==> src/rtl/srs_pkg.sv <==
package srs_pkg;
    typedef enum logic [1:0] {
        ST_LOWV = 2'd0,
        ST_HOLD = 2'd1,
        ST_RUN  = 2'd2,
        ST_WDOG = 2'd3
    } srs_state_e;
endpackage

==> src/rtl/srs_holdoff_timer.sv <==
module srs_holdoff_timer #(
    parameter int unsigned HOLD_TICKS = 800
) (
    input  logic clk,
    input  logic rst_n,
    input  logic count_en,
    input  logic tick,
    output logic hold_done
);
    localparam int unsigned CW = (HOLD_TICKS > 1) ? $clog2(HOLD_TICKS) : 1;
    localparam logic [CW-1:0] LAST = CW'(HOLD_TICKS - 1);

    logic [CW-1:0] cnt_q;

    always_ff @(posedge clk or negedge rst_n) begin
        if (!rst_n) begin
            cnt_q <= '0;
        end else if (!count_en) begin
            cnt_q <= '0;
        end else if (tick) begin
            if (cnt_q == LAST) cnt_q <= '0;
            else               cnt_q <= cnt_q + 1'b1;
        end
    end

    assign hold_done = count_en && tick && (cnt_q == LAST);

    // Count never passes its terminal value (hold-off length, R2)
    assert_cnt_bound_R2: assert property (@(posedge clk) disable iff (!rst_n)
        cnt_q <= LAST);
    // A pause in counting leaves a cleared count (restart, R3)
    assert_restart_clear_R3: assert property (@(posedge clk) disable iff (!rst_n)
        !count_en |=> cnt_q == '0);
    // No tick, no progress
    assert_tick_gate_R4: assert property (@(posedge clk) disable iff (!rst_n)
        (count_en && !tick) |=> $stable(cnt_q));
endmodule

==> src/rtl/srs_cause_flag.sv <==
module srs_cause_flag (
    input  logic clk,
    input  logic rst_n,
    input  logic lowv_evt,
    input  logic wdog_evt,
    input  logic sw_set,
    input  logic sw_clr,
    output logic flag
);
    logic flag_q;

    always_ff @(posedge clk or negedge rst_n) begin
        if (!rst_n)        flag_q <= 1'b0;
        else if (lowv_evt) flag_q <= 1'b0;
        else if (wdog_evt) flag_q <= 1'b1;
        else if (sw_clr)   flag_q <= 1'b0;
        else if (sw_set)   flag_q <= 1'b1;
    end

    assign flag = flag_q;

    assert_lowv_clears_R6: assert property (@(posedge clk) disable iff (!rst_n)
        lowv_evt |=> !flag_q);
    assert_wdog_sets_R6: assert property (@(posedge clk) disable iff (!rst_n)
        (wdog_evt && !lowv_evt) |=> flag_q);
    assert_clr_wins_R7: assert property (@(posedge clk) disable iff (!rst_n)
        (sw_clr && !wdog_evt) |=> !flag_q);
endmodule

==> src/rtl/srs_fsm.sv <==
module srs_fsm
    import srs_pkg::*;
(
    input  logic clk,
    input  logic rst_n,
    input  logic supply_ok,
    input  logic wdog_expire,
    input  logic hold_done,
    output logic count_en,
    output logic released,
    output logic wdog_evt,
    output logic lowv_evt
);
    srs_state_e state_q, state_d;

    always_comb begin
        state_d = state_q;
        unique case (state_q)
            ST_LOWV: if (supply_ok) state_d = ST_HOLD;
            ST_HOLD: begin
                if (!supply_ok)     state_d = ST_LOWV;
                else if (hold_done) state_d = ST_RUN;
            end
            ST_RUN: begin
                if (!supply_ok)       state_d = ST_LOWV;
                else if (wdog_expire) state_d = ST_WDOG;
            end
            ST_WDOG: begin
                if (!supply_ok)     state_d = ST_LOWV;
                else if (hold_done) state_d = ST_RUN;
            end
            default: state_d = ST_LOWV;
        endcase
    end

    always_ff @(posedge clk or negedge rst_n) begin
        if (!rst_n) state_q <= ST_LOWV;
        else        state_q <= state_d;
    end

    always_comb begin
        count_en = supply_ok && (state_q == ST_HOLD || state_q == ST_WDOG);
        released = (state_q == ST_RUN);
        wdog_evt = (state_q == ST_RUN) && supply_ok && wdog_expire;
        lowv_evt = !supply_ok;
    end

    assert_release_on_done_R2: assert property (@(posedge clk) disable iff (!rst_n)
        (state_q == ST_RUN && $past(state_q) != ST_RUN) |-> $past(hold_done));
    assert_wdog_enters_R5: assert property (@(posedge clk) disable iff (!rst_n)
        (state_q == ST_RUN && supply_ok && wdog_expire) |=> state_q == ST_WDOG);
    assert_wdog_dip_R9: assert property (@(posedge clk) disable iff (!rst_n)
        (state_q == ST_WDOG && !supply_ok) |=> state_q == ST_LOWV);
endmodule

==> src/rtl/supply_reset_seq.sv <==
module supply_reset_seq #(
    parameter int unsigned HOLD_TICKS = 800
) (
    input  logic clk,
    input  logic rst_n,
    input  logic tick,
    input  logic supply_ok,
    input  logic wdog_expire,
    input  logic flag_set,
    input  logic flag_clr,
    output logic sys_rst_n,
    output logic wdog_flag
);
    logic count_en, hold_done, released, wdog_evt, lowv_evt;

    srs_fsm u_fsm (
        .clk(clk), .rst_n(rst_n), .supply_ok(supply_ok), .wdog_expire(wdog_expire),
        .hold_done(hold_done), .count_en(count_en), .released(released),
        .wdog_evt(wdog_evt), .lowv_evt(lowv_evt)
    );

    srs_holdoff_timer #(.HOLD_TICKS(HOLD_TICKS)) u_timer (
        .clk(clk), .rst_n(rst_n), .count_en(count_en), .tick(tick),
        .hold_done(hold_done)
    );

    srs_cause_flag u_flag (
        .clk(clk), .rst_n(rst_n), .lowv_evt(lowv_evt), .wdog_evt(wdog_evt),
        .sw_set(flag_set), .sw_clr(flag_clr), .flag(wdog_flag)
    );

    // Low supply overrides the registered release without a clock edge
    assign sys_rst_n = released && supply_ok;

    assert_lowv_reset_R1: assert property (@(posedge clk) disable iff (!rst_n)
        !supply_ok |-> !sys_rst_n);
    assert_in_reset_R8: assert property (@(posedge clk)
        !rst_n |-> (!sys_rst_n && !wdog_flag));
endmodule

==> config.mk <==
export PLATFORM = sky130hd
export DESIGN_NAME = supply_reset_seq
export DESIGN_NICKNAME = d
export VERILOG_FILES = /design/src/rtl/srs_pkg.sv /design/src/rtl/srs_holdoff_timer.sv /design/src/rtl/srs_cause_flag.sv /design/src/rtl/srs_fsm.sv /design/src/rtl/supply_reset_seq.sv
export SDC_FILE = /design/constraint.sdc
export NUM_CORES = 1
export LEC_CHECK = 0
export ABC_AREA = 1
export CORE_MARGIN = 2
export CORE_UTILIZATION = 55
export CTS_BUF_LIST = sky130_fd_sc_hd__clkbuf_8 sky130_fd_sc_hd__clkbuf_16
export DETAILED_ROUTE_END_ITERATION = 8
export DONT_BUFFER_PORTS = 1
export PLACE_DENSITY = 0.7
export SYNTH_ARGS = -nofsm -noshare
export SYNTH_HDL_FRONTEND = slang
export SYNTH_SLANG_ARGS = --single-unit
==> constraint.sdc <==
create_clock -name clk -period 1.38 [get_ports clk]
set_input_delay 0.207 -clock clk [delete_from_list [all_inputs] [get_ports clk]]
set_output_delay 0.207 -clock clk [all_outputs]
set_load 0.01 [all_outputs]
# == Word-level counts from Yosys, hierarchy flattened ==
# Cells that the tools add are included.
# word_totals
ff_bits,13
in_bits,7
out_inout_bits,2
elab_cells,35
# op_classes
n_addsub,1
eq_ne,9
n_mux,13
n_reduce_logical,9
# op_table
cell,count
$mux 10,3
$add 10x1->10 const B,1
$eq 10x10->1 const B,1
$mux 2,5
$pmux 2 s3,1
$logic_and 1x1->1,5
$eq 2x2->1 const B,2
$mux 1,4
$ne 2x2->1 const B,2
$ne 4x1->1 const B,1
$ne 3x2->1 const B,1
$ne 3x3->1 const B,1
$reduce_and 3->1,1
$eq 2x1->1 const B,1
$logic_not 2->1,1
$reduce_or 2->1,1
$logic_or 1x1->1,1

# == Logic depth before layout (Yosys ltp) ==
# logic_depth
word_depth,8
depth_mapped,8
mapped_depth_nobuf,8

# == Hierarchy ==
# A second synthesis with hierarchy kept.
# unflattened
cells_unflattened,114
area_unflattened_um2,808.3
# modules_own_cells
module,instances,cells_per_inst,area_per_inst_um2,seq_area_each_um2
srs_holdoff_timer,1,87,625.6,250.2
srs_fsm,1,16,117.6,50.0
srs_cause_flag,1,9,57.6,25.0
supply_reset_seq,1,2,7.5,0.0

# == Worst setup path after synthesis ==
# Ideal clock, no wire load.
# synth_timing
path_kind,reg-to-reg
start,register u_timer.cnt_q[0]
end,register u_timer.cnt_q[9]
setup_ns,0.118
t_arrival_ns,1.089
required_ns,1.262
setup_slack_ns,0.174
stages_incl_launch_ff,9
path_buffers,0
period_less_slack_ns,1.206
path_cell_list,dfrtp_1 ha_1 nand2_1 nor2_4 nand3_2 nand2_4 inv_2 nand3_1 nand2_1
# synth_via
elab_chain_len,4
elab_cells_between_ends,5
cone_classes,1 x add/sub; 1 x eq/ne; 3 x mux
# synth_rtl
element,line_no,rtl
"start, declared",srs_holdoff_timer.sv:13,logic [CW-1:0] cnt_q;
"start signal, assigned",srs_holdoff_timer.sv:22,else cnt_q <= cnt_q + 1'b1;
$add 10x1->10 or $eq 10x10->1 (tied branches),"srs_holdoff_timer.sv:22, srs_holdoff_timer.sv:21",
$mux 10 (*),srs_holdoff_timer.sv:21,if (cnt_q == LAST) cnt_q <= '0;
$mux 10 (*),srs_holdoff_timer.sv:20,end else if (tick) begin
$mux 10 (*),srs_holdoff_timer.sv:18,end else if (!count_en) begin
# Every way passes the cells marked *; elsewhere a longest branch is shown, timed or not. The select of a mux whose other input is x is not followed.
# A chain may end at the register's enable or synchronous reset.

# == Worst setup path after layout ==
# layout_timing
start,register u_timer.cnt_q[0]
end,register u_timer.cnt_q[3]
# The elaborated chain is that of the path after synthesis.

==> metrics.md <==
| Metric | Value |
|---|---|
| RSZ-0062 raised after global routing | `yes` |
| Vias/cell | `5.10` |
| Grt total ovfl | `0` |
| Post-DRT Antenna Nets | `0` |
| Max clock buf depth | `2` |
| YS warnings | `0` |
| RR Startpoint | `u_timer.cnt_q[0]` |
| Max Cap Violations | `0` |
| Area Growth Syn to Fin | `19.0%` |
| Fmax achieved | `735 MHz` |
| Static leakage power | `0.443 nW` |
| WL final | `around 1600 µm` |
| Worst Hold Class | `input pin to flip-flop` |
| Number of clock sinks | `13` |
| Commonest non-fill, non-tap cell in the layout | `nand2_1` |
| Met2 WL | `~700 µm` |
| Wire per inst | `12.5 µm` |
| Min-Delay Startpoint | `wdog_expire` |
| Dpl cell area | `757 µm²` |
| Antenna fix cells | `0` |
| Post-route cell area | `878 µm²` |
| Fin Hold WS | `0.109 ns` |
| Status | `completed` |
| Clock Skews | `0.000463 ns` |
| R2r worst-path depth | `7` |
| Clock transition at the registers of the reported paths | `around 0.050 ns` |
| Fraction of layout cells with a size suffix above 1 | `0.183` |
| Worst stage delay on the critical path | `0.37 ns` |
| Distinct cells, synth | `21` |
| Number of buffers created by CTS | `3` |
| Worst EP required | `1.50 ns` |
| Worst path bufs/invs | `1` |
| Slew Limit Fails | `0` |
| Top delay family on crit path | `simple AND/OR/NAND/NOR gates` |
| Clk_lat worst skew | `0.24 ns` |
| Area of the mapped netlist | `738 µm²` |
| Via count | `around 630` |
| #FFs+latches synth | `13` |
| Main synth FF type | `dfrtp_1` |
| Layout Nets | `~120` |
| Num rows | `13` |
| Pwr Density | `1100 mW/mm²` |
| Port Buffers | `0` |
| Tmin final | `1.36 ns` |
| Worst-margin pin slew | `0.597 ns` |
| Die H | `40.6 µm` |
| Synth Area per Inst | `7.53 µm²` |
| I/O pins | `9` |
| Final Hold Fails | `0` |
| Reg2Reg Capture Point | `u_timer.cnt_q[3]` |
| Metal-1 WL | `750 µm` |
| Number of H-tree branching levels | `1` |
| CP Cell Sequence | `ha_2, nand2_2, nor2_4, nand3_4, nand2_4, buf_4, o22ai_1` |
| Syn_nets | `106` |
| Total core area | `between 0.001 and 0.0015 mm²` |
| Root buf cell | `clkbuf_8` |
| CP Depth | `7` |
| Async S/R FF share, synth | `1.00` |
| Rel. slew slack | `0.600` |
| Period utilisation layout | `0.986` |
| Crit-path max FO | `6` |
| WL met3 | `57 µm` |
| Starting Density | `0.582` |
| Drt drc | `0` |
| Total die area | `~0.0017 mm²` |
| Largest net degree at the start of global routing | `14` |
| CP startpoint | `u_timer.cnt_q[0]` |
| RePlAce Congestion | `0.805` |
| Slowest-stage cell, CP | `dfrtp_1` |
| Critical Path Source Type | `flip-flop` |
| Initial DRC Count | `17` |
| WP data arrival | `approximately 1.5 ns` |
| Final setup violation count | `0` |
| First-pass GRT wire length | `between 2000 and 2500 µm` |
| Post-Synthesis Cells | `98` |
| Seq/Total Area, Yosys | `0.441` |
| Total track usage | `0.220` |
| Vias in the first global route | `563` |
| Post-synth EDFFs | `0` |
| Post-DP HPWL | `1100 µm` |
| CTS tree | `yes` |
| R2R setup slack | `0.02 ns` |
| Top layer in use | `met4` |
| Most frequent cells in the layout | `31 x nand2_1, 14 x inv_1, 13 x dfrtp_1` |
| Critical path type | `flip-flop to flip-flop` |
| Crit. End Element | `flip-flop` |
| Initial antenna violation count | `0` |
| Die width | `between 40 and 50 µm` |
| Final setup margin | `just under 0.02 ns` |
| Pre-antenna DRT Iters | `4` |
| Dpl ws | `0.0382 ns` |
| Peak supply drop | `around 670 µV` |
| Worst setup endpoint | `u_timer.cnt_q[3]` |
-- state kept, by name (all words and copies together) (netlist names) --
name and cells:
u_timer.cnt_q 10, u_fsm.state_q 2, u_flag.flag 1
-- final cells by class --
cell class | instances | area (µm²)
Fill cell | 107 | 390
Multi-Input combinational cell | 71 | 378
Sequential cell | 13 | 325
Timing Repair Buffer | 7 | 58.8
Inverter | 14 | 52.6
Clock buffer | 3 | 41.3
Tap cell | 15 | 18.8
Clock inverter | 1 | 3.75
-- cell usage after synthesis, types with 2 or more instances --
cell | n | area share
dfrtp_1 | 13 | 0.44
inv_1 | 13 | 0.066
nand2_1 | 34 | 0.17
nand3_1 | 6 | 0.041
nor2_1 | 9 | 0.046
o21ai_0 | 4 | 0.027
o22ai_1 | 2 | 0.017
xnor2_1 | 3 | 0.036
xor2_1 | 2 | 0.024
-- report_power, final --
group          leakage (nW)  switching [mW]  internal [mW]
Sequential            0.177          0.0317          0.414
Combinational         0.239           0.118         0.0681
Clock                0.0269           0.136          0.196
Total                 0.443           0.286          0.678
-- stage by stage --
stage | cells | setup TNS, ns | power (mW) | util
after floorplan | 98 | 0 | 0.565 | -
after global placement | 113 | 0 | 0.592 | 0.597
after detailed placement | 113 | 0 | 0.599 | 0.597
after CTS | 118 | 0 | 0.942 | 0.640
after global routing | 124 | -0.440 | 1.02 | 0.692
final | 124 | 0 | 0.965 | 0.692
-- worst reg2reg max path, stage by stage, from the launching register on --
cell and delay [ns]:
dfrtp_1 0.37, ha_2 0.21, nand2_2 0.08, nor2_4 0.17, nand3_4 0.11, nand2_4 0.12, buf_4 0.11, o22ai_1 0.06
-- logic make-up after synthesis --
logic type | synth area share
compound gates | 0.0831
xor+xnor | 0.0593
fa+ha+maj | 0.0169
buf+inv | 0.0712
flops | 0.441
simple gates | 0.329
-- layer usage --
layer / global-route usage / vias to the layer above
met3: 0.0326 / 4
met2: 0.313 / 15
met4: 0.125 / 0
li1: - / 327
met1: 0.313 / 287
met5: 0 / -
-- what timing repair did --
item / CTS / global route
endpoints found under the setup margin: 0 / 9
resized for setup: 0 / 6
setup buffers: 0 / 6
hold endpoints to repair: 13 / 0
hold buffers: 1 / 0
-- worst min path at each step --
stage / end / cells after the start
after floorplan: u_flag.flag / 0
after global placement: u_timer.cnt_q[9] / 0
after detailed placement: u_timer.cnt_q[6] / 0
after CTS: u_flag.flag / 2
after global routing: u_flag.flag / 2
final: u_flag.flag / 2
(Power assumes the default switching activity.)
